==> config.mk <==
export PLATFORM = sky130hd
export DESIGN_NAME = pdma_chan_regs
export DESIGN_NICKNAME = d
export VERILOG_FILES = /design/src/rtl/pdma_chan_regs.sv
export SDC_FILE = /design/constraint.sdc
export NUM_CORES = 1
export LEC_CHECK = 0
export ABC_AREA = 1
export BUFFER_PORTS_ARGS = -buffer_cell sky130_fd_sc_hd__buf_2
export CORE_MARGIN = 1
export CORE_UTILIZATION = 50
export CTS_BUF_LIST = sky130_fd_sc_hd__clkbuf_4 sky130_fd_sc_hd__clkbuf_8 sky130_fd_sc_hd__clkbuf_16
export DETAILED_ROUTE_END_ITERATION = 12
export GPL_TIMING_DRIVEN = 0
export PLACE_DENSITY = 0.74
export SETUP_SLACK_MARGIN = 0.05
export SYNTH_ARGS = -nofsm -noshare
export SYNTH_HDL_FRONTEND = slang
export SYNTH_SLANG_ARGS = --single-unit
export TNS_END_PERCENT = 100
==> constraint.sdc <==
create_clock -name clk -period 2.58 [get_ports clk]
set_input_delay 0.387 -clock clk [delete_from_list [all_inputs] [get_ports clk]]
set_output_delay 0.387 -clock clk [all_outputs]
set_load 0.05 [all_outputs]
==> src/rtl/pdma_chan_regs.sv <==
module pdma_chan_regs #(
  parameter int ADDR_W = 32,
  parameter int CNT_W  = 16
) (
  input  logic              clk,
  input  logic              rst_n,
  input  logic              wr_en,
  input  logic [2:0]        wr_sel,
  input  logic [ADDR_W-1:0] wr_data,
  input  logic              xfer_done,
  output logic [ADDR_W-1:0] ptr_o,
  output logic [CNT_W-1:0]  cnt_o,
  output logic [ADDR_W-1:0] nxt_ptr_o,
  output logic [CNT_W-1:0]  nxt_cnt_o,
  output logic [1:0]        size_o,
  output logic              trig_en_o,
  output logic              end_o
);

  localparam logic [CNT_W-1:0] CNT_ONE = CNT_W'(1);

  logic [ADDR_W-1:0] step;
  logic              last;

  assign step      = (size_o == 2'd0) ? ADDR_W'(1) :
                     (size_o == 2'd1) ? ADDR_W'(2) : ADDR_W'(4);
  assign last      = (cnt_o == CNT_ONE);
  assign trig_en_o = (cnt_o != '0);

  always_ff @(posedge clk) begin
    if (!rst_n) begin
      ptr_o     <= '0;
      cnt_o     <= '0;
      nxt_ptr_o <= '0;
      nxt_cnt_o <= '0;
      size_o    <= '0;
      end_o     <= 1'b0;
    end else if (wr_en) begin
      case (wr_sel)
        3'd0: ptr_o     <= wr_data;
        3'd1: cnt_o     <= wr_data[CNT_W-1:0];
        3'd2: nxt_ptr_o <= wr_data;
        3'd3: nxt_cnt_o <= wr_data[CNT_W-1:0];
        3'd4: size_o    <= wr_data[1:0];
        default: ;
      endcase
      if (wr_sel == 3'd1 || wr_sel == 3'd3) end_o <= 1'b0;
    end else if (xfer_done && trig_en_o) begin
      if (last && nxt_cnt_o != '0) begin
        ptr_o     <= nxt_ptr_o;
        cnt_o     <= nxt_cnt_o;
        nxt_cnt_o <= '0;
      end else begin
        ptr_o <= ptr_o + step;
        cnt_o <= cnt_o - CNT_ONE;
      end
      if (last) end_o <= 1'b1;
    end
  end

endmodule

* After elaboration in Yosys (flattened, before gate mapping)
Cells that the tools add are included.
** Storage, ports and cells
- Flip-flop bits (word level) :: 99
- Input port bits :: 39
- Output and inout port bits :: 100
- Word-level logic and storage cells :: 52
** Operators by class
- $add $sub $neg :: 2
- Eq/ne operators :: 10
- Muxes and demuxes :: 18
- Reductions and logical operators :: 16
** Operators with widths (count)
- 16-bit 2-to-1 mux :: 8
- 32-bit 2-to-1 mux :: 4
- 32-bit by 3-bit adder with 32-bit output :: 1
- 16-bit nonzero test :: 2
- 16-bit by 1-bit == test with 1-bit output, second input constant :: 1
- 16-bit by 1-bit subtractor with 16-bit output, second input constant :: 1
- 2-bit by 1-bit != test with 1-bit output, second input constant :: 4
- 2-bit AND reduction :: 4
- 3-bit by 2-bit == test with 1-bit output, second input constant :: 2
- 3-bit 2-to-1 mux :: 2
- 3-bit AND reduction :: 2
- 2-bit nonzero test :: 3
- 1-bit 2-to-1 mux :: 4
- 3-bit by 1-bit == test with 1-bit output, second input constant :: 1
- 3-bit == test, second input constant :: 1
- 3-bit zero test :: 1
- 2-bit by 1-bit == test with 1-bit output, second input constant :: 1
- 1-bit logical AND :: 2
- 2-bit zero test :: 1
- 1-bit logical OR :: 1

* Longest topological paths before layout
Gate-level depths: netlist of run 1.
- Depth after elaboration :: 7
- Mapped depth :: 13
- Mapped depth without buffers :: 12

* Worst setup path after synthesis of run 1
OpenSTA, ideal clock, no wires.
- Kind :: register to register
- Start point :: register cnt_o[0]
- End point :: register cnt_o[0]
- Library setup time :: 0.115 ns
- Arrival time :: 2.207 ns
- Data required time :: 2.465 ns
- Path slack :: 0.258 ns
- Cell stages (with the launch flop) :: 13
- Buffers on the path :: 2
- Period minus slack after synthesis :: 2.322 ns
- Cells stage by stage :: dfxtp_1 inv_1 ha_1 nand2_1 nor2_1 nand2_1 nand2_2 inv_2 nand2_4 buf_6 buf_6 a21oi_2 a21oi_2
** Between the ends
- Elaborated cells between the ends (all ways) :: 10
- Classes of those cells :: add/sub: 1; eq/ne: 1; mux: 3; reduce/logical: 5
** RTL lines
- start, declared :: line 12 : output logic [CNT_W-1:0] cnt_o,
- start signal, assigned :: line 41 : 3'd1: cnt_o <= wr_data[CNT_W-1:0];
- start signal, assigned :: line 51 : cnt_o <= nxt_cnt_o;
- start signal, assigned :: line 55 : cnt_o <= cnt_o - CNT_ONE;
- 16-bit nonzero test :: line 28 : assign trig_en_o = (cnt_o != '0);
- via trig_en_o :: line 16 : output logic trig_en_o,
- 1-bit logical AND :: line 48 : end else if (xfer_done && trig_en_o) begin
- 2-bit nonzero test (no source line)
- 2-bit AND reduction (no source line)
The timed path passes the listed nets, and every way through them passes these cells. The select of a mux whose other input is x is not followed.
A chain may end at the register's enable or synchronous reset.

* Worst setup path after layout of run 1
- Start point :: register size_o[1]
- End point :: register ptr_o[6]
** Between the ends
- Longest elaborated chain between the ends :: 7
- Elaborated cells between the ends (all ways) :: 8
- Classes of those cells :: add/sub: 1; eq/ne: 1; mux: 5; reduce/logical: 1
** Ends and longest elaborated chain
- start, declared :: line 15 : output logic [1:0] size_o,
- start signal, assigned :: line 44 : 3'd4: size_o <= wr_data[1:0];
- 2-bit by 1-bit == test with 1-bit output :: line 26 : (size_o == 2'd1) ? ADDR_W'(2) : ADDR_W'(4);
- 3-bit 2-to-1 mux :: line 26
- 3-bit 2-to-1 mux * :: line 25 : assign step = (size_o == 2'd0) ? ADDR_W'(1) :
- 32-bit by 3-bit adder with 32-bit output * :: line 54 : ptr_o <= ptr_o + step;
- 32-bit 2-to-1 mux * :: line 49 : if (last && nxt_cnt_o != '0) begin
- 32-bit 2-to-1 mux * :: line 48
- 32-bit 2-to-1 mux * :: line 38 : end else if (wr_en) begin
- end signal, assigned :: line 40 : 3'd0: ptr_o <= wr_data;
- end signal, assigned :: line 50 : ptr_o <= nxt_ptr_o;
- end signal, assigned :: line 54
- end, declared :: line 11 : output logic [ADDR_W-1:0] ptr_o,
Every way passes the cells marked *; elsewhere a longest branch is shown, timed or not. The select of a mux whose other input is x is not followed.

==> flow_summary.toml, run 1 <==
[status]
status = "complete, no violations"

[synthesis]
ys_seq_area_frac = 0.2959
yosysWarnings = 0
synth_cell_types = 32
syn_area_sq_um = 6699
ys_ff_latch = 99
avgSynthCellArea_sq_um = 5.965
synth_cells = 1123
syn_nets = 1169

[clock_network]
clockBufferDepth = 2
cts_resized = 0
cts.sinks = 99
htreeDepth = 3
cts-root-buf = "clkbuf_16"
clkTransAtPathRegs_ns = 0.07
cts_tree = "yes"
ctsHoldBuffers = 0
numCtsBuffers = 9
cts_setup_buffers = 0
clkLatencyLatePin_ns = 0.36

[global_route]
grt_max_degree = 16
grtUsageMet1 = 0.4934
grt_use_total = 0.3548
grt.overflow.total = 0
grt_pass1_vias = 7128
met2_usage = 0.5423
busiest_layer = "met2"
grt_pass1_wl_mm = 38.28
antenna_found_initial = 0
globalRouteMet3Util = 0.05233

[placement]
dp_hpwl_mm = 19.34
placed_area_sq_um = 7600
gp_congestion = 0.9732
place_inst = 1432
portBuffers = 137

[pwr]
p_leak_nw = 3.800
p_per_area_nw_per_um2 = 567.7
power_mw = 4.481
peakVddDrop_v = 0.0002926

[timing]
fin_crit_ns = 2.322
max_freq_mhz = 430.7
finalSetupViolations = 0
drv_slew = 0
tightestPinTransition_ns = 0.6291
maxSlewHeadroom = 0.5806
clock_skew_ns = 0.009625
finalHoldViolCount = 0
tns_ns = 0
period_share = 0.8999
rsz0062_at_grt = "false"

[die]
fp.coreArea_sq_um = 12820
fp.dieW_microns = 117.8
dieArea_sq_um = 13870
start_util = 0.5223
io_pins = 139
rows = 41
die_h_microns = 117.8

[layout]
antenna_cells = 0
design_area_sq_um = 7893
fillers = 1352
final_cells = 1447
area_delta_synth_final_pct = 17.82
nets = 1317
drive_gt1_frac = 0.1553

[hold_path]
hold_start = "wr_data[2]"
holdPathEnd = "nxt_cnt_o[2]"
hp-class = "in2reg"
hold_path_depth = 3

[worst_setup_path]
critPathLaunch = "size_o[1]"
r2r_cells = 11
crit_path_start_kind = "flop"
path_cells = "nor2_1 -> ha_1 -> fa_1 -> nand2_1 -> nand2_1 -> nand2_1 -> nor2_1 -> xor2_1 -> nand2_1 -> nand3_1 -> a21oi_1"
slowest_stage = "nor2_1"
crit_type = "reg2reg"
crit_buf_inv = 0
cp_slowest_stage_delay_ns = 0.44
crit_fanout = 5
path_common_cell = "nand2_1"
crit_family = "simple AND/OR/NAND/NOR gates"
cp-end-kind = "flop"
reg2reg_from = "size_o[1]"
rr_endpoint = "ptr_o[6]"
reg2reg_slack_ns = 0.26
worstPathRequired_ns = 2.83
cp.arrival_ns = 2.57

[drt]
dr.pass1.iters = 8
route.vias.total = 7981
viasPerCell = 5.516
drc = 0
routedWlPerCell_microns = 16.93
drt_iter0_drc = 821
wl_mm = 24.49
ant_nets = 0

[flow_run]
maxCapViolCount = 0
==> through the flow <==
step / setup WS [ns] / hold slack, ns / util
finish: 0.2583 / 0.3382 / 0.6154
floorplan: 0.2577 / 0.5521 / -
detailed placement: 0.3222 / 0.4585 / 0.5926
CTS: 0.2563 / 0.3307 / 0.6154
global route: 0.07910 / 0.3526 / 0.6154
global placement: 0.3675 / 0.4499 / 0.5926
==> cell usage in the layout (no fill, tap or decap), drive strengths merged <==
cell type / n
ha: 6
inv: 129
nand4: 5
o21ai: 46
clkbuf: 39
nand3: 170
bufinv: 1
nand3b: 16
xor2: 10
nand2: 312
or2: 3
fa: 1
nor2: 127
xnor2: 1
nor2b: 1
dfxtp: 99
a21oi: 115
clkinv: 6
buf: 166
a21boi: 21
nor3: 1
==> layout make-up <==
| type | count | area, sq um | share of cell area |
|---|---|---|---|
| buffer | 58 | 301.5 | 0.03821 |
| clock inverter | 5 | 53.80 | 0.006817 |
| multi-input combinational | 835 | 3923 | 0.4970 |
| inverter | 131 | 493.0 | 0.06246 |
| clock buffer | 10 | 239.0 | 0.03028 |
| tap | 172 | 215.2 | 0.02727 |
| sequential | 99 | 1982 | 0.2511 |
| timing repair buffer | 137 | 685.7 | 0.08687 |
==> tightest hold or removal path, delay by kind of cell <==
| family | cells | cell delay, ns |
|---|---|---|
| AOI/OAI and AO/OA | 1 | 0.06 |
| and+or+nand+nor | 1 | 0.08 |
| buffers and inverters | 1 | 0.12 |
==> report_power, final <==
group | total [mW] | leakage, nW | switching (mW) | internal, mW
clock | 1.41 | 0.148 | 0.641 | 0.771
sequential | 1.75 | 0.810 | 0.126 | 1.62
combinational | 1.32 | 2.84 | 0.954 | 0.368
total | 4.48 | 3.80 | 1.72 | 2.76
==> worst max-delay path by stage <==
stage / end / depth (start not counted)
global placement: ptr_o[14] / 12
detailed placement: ptr_o[6] / 11
CTS: ptr_o[6] / 11
global route: ptr_o[14] / 12
finish: ptr_o[6] / 11
floorplan: cnt_o[0] / 12
==> registers in the layout (all words and copies together) (netlist names) <==
| signal | count |
|---|---|
| cnt_o | 16 |
| size_o | 2 |
| ptr_o | 32 |
| nxt_cnt_o | 16 |
| nxt_ptr_o | 32 |
| end_o | 1 |
==> synthesized netlist by cell type (all sizes together) <==
master / instances / area share
a21boi: 21 / 0.024
a21oi: 115 / 0.089
buf: 29 / 0.029
clkbuf: 29 / 0.016
clkinv: 2 / 0.0013
dfxtp: 99 / 0.30
fa: 1 / 0.0030
ha: 6 / 0.011
inv: 129 / 0.072
nand2: 312 / 0.18
nand3: 170 / 0.13
nand3b: 16 / 0.018
nand4: 5 / 0.0047
nor2: 127 / 0.076
nor2b: 1 / 0.00093
nor3: 1 / 0.00075
o21ai: 46 / 0.034
or2: 3 / 0.0028
xnor2: 1 / 0.0013
xor2: 10 / 0.013
==> cells by family after synthesis <==
| kind of cell | synth area share |
|---|---|
| compound gates | 0.1472 |
| buf+inv | 0.1186 |
| simple gates | 0.4098 |
| xor+xnor | 0.01438 |
| fa+ha+maj | 0.01419 |
| flops | 0.2959 |
==> metal layers <==
layer | part of all wire | up-vias
li1 | - | 3901
met1 | 0.42 | 3576
met2 | 0.44 | 446
met3 | 0.11 | 58
met4 | 0.034 | 0
met5 | 0 | -
Power figures use the tool's default switching activity.
==> run 2, diff against run 1 <==
RECOVER_POWER = 50   (was unset)
==> run 2 against run 1 <==
Against the previous run: routed wire length is 0.13% lower; clock-buffer cell count stayed put; design area is 1.1% lower; via count is 0.19% higher; worst setup slack better by 0.018 ns; utilization is 0.69 points lower; largest cell class unchanged.
==> flow_summary.toml, run 2 (synthesis results as in run 1) <==
[timing]
rsz0062_at_grt = "false"
tns_ns = 0
finalHoldViolCount = 0
maxSlewHeadroom = 0.5846
fin_crit_ns = 2.304
clock_skew_ns = 0.008197
period_share = 0.8931
finalSetupViolations = 0
tightestPinTransition_ns = 0.6257
drv_slew = 0
max_freq_mhz = 434.0

[die]
die_h_microns = 117.8
start_util = 0.5223
rows = 41
fp.coreArea_sq_um = 12820
dieArea_sq_um = 13870
io_pins = 139
fp.dieW_microns = 117.8

[layout]
drive_gt1_frac = 0.09961
final_cell_mix = "nand2_1 (305), nand3_1 (170), inv_1 (128)"
final_common_cell = "nand2_1"
multiInputGateArea_sq_um = 3923
area_delta_synth_final_pct = 16.49
fillers = 1377
seq_area_sq_um = 1982
nets = 1317
antenna_cells = 0
design_area_sq_um = 7804
reg_top3 = "nxt_ptr_o x32, ptr_o x32"

[drt]
ant_nets = 0
wl_mm = 24.46
dr.pass1.iters = 5
drc = 0
route.vias.total = 7996
viasPerCell = 5.526
drt_iter0_drc = 881
routedWlPerCell_microns = 16.91

[worst_setup_path]
reg2reg_from = "size_o[1]"
cp.arrival_ns = 2.55
crit_type = "reg2reg"
r2r_cells = 11
reg2reg_slack_ns = 0.28
rr_endpoint = "ptr_o[6]"
crit_fanout = 5
crit_path_start_kind = "flop"
cp-end-kind = "flop"
worstPathRequired_ns = 2.83

[status]
status = "complete, no violations"

[clock_network]
clkLatencyLatePin_ns = 0.36
clkTransAtPathRegs_ns = 0.07
ctsHoldBuffers = 0
cts.sinks = 99
htreeDepth = 3
cts-root-buf = "clkbuf_16"
numCtsBuffers = 9
cts_setup_buffers = 0
clockBufferDepth = 2
cts_tree = "yes"
cts_resized = 0

[global_route]
grt.overflow.total = 0
grt_pass1_wl_mm = 38.28
antenna_found_initial = 0
grt_use_total = 0.3548
grt_pass1_vias = 7128
grt_max_degree = 16

[placement]
portBuffers = 137
placed_area_sq_um = 7600
gp_congestion = 0.9732
dp_hpwl_mm = 19.34

[hold_path]
hold_start = "wr_data[2]"
holdPathEnd = "nxt_cnt_o[2]"
hp-class = "in2reg"
hold_path_depth = 3

[pwr]
p_per_area_nw_per_um2 = 571.6
p_leak_nw = 3.506
peakVddDrop_v = 0.0002887

[flow_run]
maxCapViolCount = 0
run 2: cell count changes in the layout (fill, tap and decap cells not counted):
cell      delta
buf_2       -71
clkbuf_1    +71
run 2: cell type report:
class | instances | share of cell area
multi-input combinational | 835 | 0.5026
sequential | 99 | 0.2540
timing repair buffer | 137 | 0.07664
inverter | 131 | 0.06317
buffer | 58 | 0.03848
clock buffer | 10 | 0.03062
tap | 172 | 0.02758
clock inverter | 5 | 0.006894
run 2: report_power, final:
group          internal [mW]  switching, mW  total (mW)  leakage (nW)
logic                  0.354          0.954        1.31          2.55
registers               1.62          0.128        1.75         0.810
clock network          0.771          0.633        1.40         0.148
run 2: per-stage QoR:
stage | worst slack [ns] | hold WS, ns | total power [mW] | instances | util
final | 0.2758 | 0.3387 | 4.460 | 1447 | 0.6085
after floorplan | 0.2577 | 0.5521 | 2.714 | 1123 | -
after detailed placement | 0.3222 | 0.4585 | 3.072 | 1432 | 0.5926
after CTS | 0.2563 | 0.3307 | 4.446 | 1447 | 0.6154
after global placement | 0.3675 | 0.4499 | 3.064 | 1432 | 0.5926
after global routing | 0.07901 | 0.3526 | 4.643 | 1447 | 0.6085
run 2: worst max-delay path, cell delays in order, from the launching register on:
cell and delay [ns]:
dfxtp_1 0.35, nor2_1 0.12, ha_1 0.28, fa_1 0.29
nand2_1 0.09, nand2_1 0.08, nand2_1 0.13, nor2_1 0.42
xor2_1 0.21, nand2_1 0.07, nand3_1 0.09, a21oi_1 0.07
run 2: routing by layer:
| metal | vias to the layer above | GRT usage | wire [microns] |
|---|---|---|---|
| met1 | 3577 | 0.4934 | 10530 |
| met2 | 462 | 0.5423 | 10670 |
| met5 | - | 0 | 0 |
| met4 | 0 | 0.1554 | 841 |
| li1 | 3899 | - | - |
| met3 | 58 | 0.05233 | 2411 |
run 2: worst max-delay path by stage:
stage	to	startpoint	cells past startpoint
2_1_floorplan	cnt_o[0]	cnt_o[0]	12
3_3_place_gp	ptr_o[14]	size_o[1]	12
3_5_place_dp	ptr_o[6]	size_o[1]	11
4_1_cts	ptr_o[6]	size_o[1]	11
5_1_grt	ptr_o[14]	size_o[1]	12
6_report	ptr_o[6]	size_o[1]	11
==> run 3, diff against run 2 <==
ABC_AREA = unset   (was 1)
PLACE_DENSITY = 0.75   (was 0.74)
==> run 3 against run 2 <==
Against the previous run: clock power rose by 6%; fmax down 6.7%; worst hold slack got worse by 0.068 ns; sequential cell count is the same; sequential power about the same; critical endpoint is now ptr_o[16]; largest cell class unchanged; highest routed layer unchanged.
==> flow_summary.toml, run 3 <==
[global_route]
grt.overflow.total = 0
grt_use_total = 0.3954
grt_max_degree = 17
grt_pass1_wl_mm = 34.91
grt_pass1_vias = 6194
antenna_found_initial = 0

[layout]
final_common_cell = "clkbuf_1"
drive_gt1_frac = 0.1404
final_cell_mix = "clkbuf_1 (135), nand2_1 (112), dfxtp_1 (94)"
antenna_cells = 0
reg_top3 = "nxt_ptr_o x32, ptr_o x32"
area_delta_synth_final_pct = 22.00
design_area_sq_um = 7002
fin_util = 0.6348
nets = 931

[die]
dieArea_sq_um = 11910
fp.dieW_microns = 109.1
rows = 38
die_h_microns = 109.1
start_util = 0.5203
io_pins = 139
fp.coreArea_sq_um = 11030

[synthesis]
netlist.area_leader.share = 0.3453
synthFlopType = "dfxtp_1"
synth_cell_types = 68
synth_area_leaders = "dfxtp_1 (35%), nand2_1 (7.3%), a21oi_1 (5.9%)"
synth_edf_count = 0
ys_ff_latch = 99
ys_seq_area_frac = 0.3453
synth_common_cells = "nand2_1 (112), dfxtp_1 (99), a21oi_1 (68), clkbuf_1 (46), o21ai_0 (45)"
syn_area_sq_um = 5739
synth_top_cell_by_area = "dfxtp_1"
async_reset_ff_frac = 0
syn_nets = 777
yosysWarnings = 0
synth_cells = 731
yosysMostFrequentCell = "nand2_1"
avgSynthCellArea_sq_um = 7.851

[timing]
clock_skew_ns = 0.01264
maxSlewHeadroom = 0.3352
period_share = 0.9576
tightestPinTransition_ns = 0.9833
max_freq_mhz = 404.8
rsz0062_at_grt = "true"
fin_crit_ns = 2.471
finalHoldViolCount = 0
drv_slew = 0
fin_ws_ns = 0.1094
finalSetupViolations = 0

[clock_network]
cts-root-buf = "clkbuf_16"
htreeDepth = 3
numCtsBuffers = 9
clkLatencyLatePin_ns = 0.36
cts_tree = "yes"
clkTransAtPathRegs_ns = 0.07
clockBufferDepth = 2
cts.sinks = 99

[placement]
pre_cts_ws_ns = -0.2010
placed_area_sq_um = 6606
gp_congestion = 0.9170
dp_hpwl_mm = 17.32
portBuffers = 137

[worst_setup_path]
worstPathRequired_ns = 2.88
crit_path_start_kind = "flop"
cp.arrival_ns = 2.77
crit_fanout = 6
cp-end-kind = "flop"
crit_type = "reg2reg"

[pwr]
power_mw = 4.318
peakVddDrop_v = 0.0005427
p_per_area_nw_per_um2 = 616.7
p_leak_nw = 2.445

[flow_run]
maxCapViolCount = 0

[hold_path]
hp-class = "in2reg"

[drt]
ant_nets = 0
drt_iter0_drc = 802
drc = 0
dr.pass1.iters = 5
viasPerCell = 6.682
wl_mm = 23.58
routedWlPerCell_microns = 22.89
route.vias.total = 6882

[status]
status = "complete, no violations"
[run 3: changes by cell type after synthesis, sizes merged, moves of 18 or more]
cell	delta
nand2	-200
nand3	-133
inv	-119
nor2	-108
a21oi	-46
a31oi	+31
nor3	+26
a21boi	-21
clkbuf	+18
[run 3: kinds of logic (layout without fill, tap and decap cells)]
logic type,Yosys count,count (layout),share of synthesized area
AND/OR/NAND/NOR,281,281,0.2605
XOR/XNOR,22,22,0.03357
adder cells (fa/ha/maj),7,7,0.01657
AO/OA/AOI/OAI,247,247,0.2860
buffers and inverters,71,230,0.05101
multiplexers,4,4,0.006977
flip-flops,99,99,0.3453
[run 3: layout make-up]
class	count	area (sq um)
well taps	140	175.2
plain buffers	61	269.0
clock inverters	4	56.30
inverters	10	37.54
fillers	1041	4029
multi-input cells	561	3598
flip-flops and latches	99	1988
clock buffers	12	266.5
repair buffers	143	610.6
[run 3: layer usage]
metal | track usage | part of all wire
met1 | 0.5355 | 0.41
met2 | 0.5867 | 0.43
met3 | 0.09683 | 0.12
met4 | 0.1863 | 0.038
met5 | 0 | 0
[run 3: where the power goes]
group	internal (mW)	leakage [nW]	total [mW]	switching (mW)
logic	0.307	1.48	1.10	0.792
registers	1.61	0.809	1.74	0.129
clock network	0.839	0.159	1.48	0.643
total	2.75	2.45	4.32	1.56
[run 3: final timing paths]
kind | cells past startpoint | endpoint | slack (ns) | startpoint
max | 8 | ptr_o[16] | 0.11 | size_o[1]
min | 3 | nxt_ptr_o[17] | 0.27 | wr_data[17]
max reg2reg | 8 | ptr_o[16] | 0.11 | size_o[1]
min reg2reg | 2 | nxt_ptr_o[9] | 0.48 | nxt_ptr_o[9]
[run 3: critical path, cell delays in order, from the launching register on]
cell	delay, ns
dfxtp_2	0.38
nor2_1	0.12
ha_1	0.25
fa_2	0.29
a21oi_4	0.11
or4_4	0.55
o32a_1	0.31
a211o_1	0.29
a21oi_1	0.11
[run 3: timing repair]
action | in CTS | in global routing
resized for setup | 9 | 28
pin swaps | 2 | 6
buffers inserted | 3 | 3
setup endpoints to repair | 39 | 44
hold buffers | 0 | 0
[run 3: through the flow]
stage                     hold WS [ns]  std cells  TNS (ns)
after floorplan                 0.5230        731         0
after global placement          0.4558       1008    -1.266
after detailed placement        0.4620       1008    -1.076
after CTS                       0.2661       1027         0
after global routing            0.2757       1030         0
final                           0.2704       1030         0
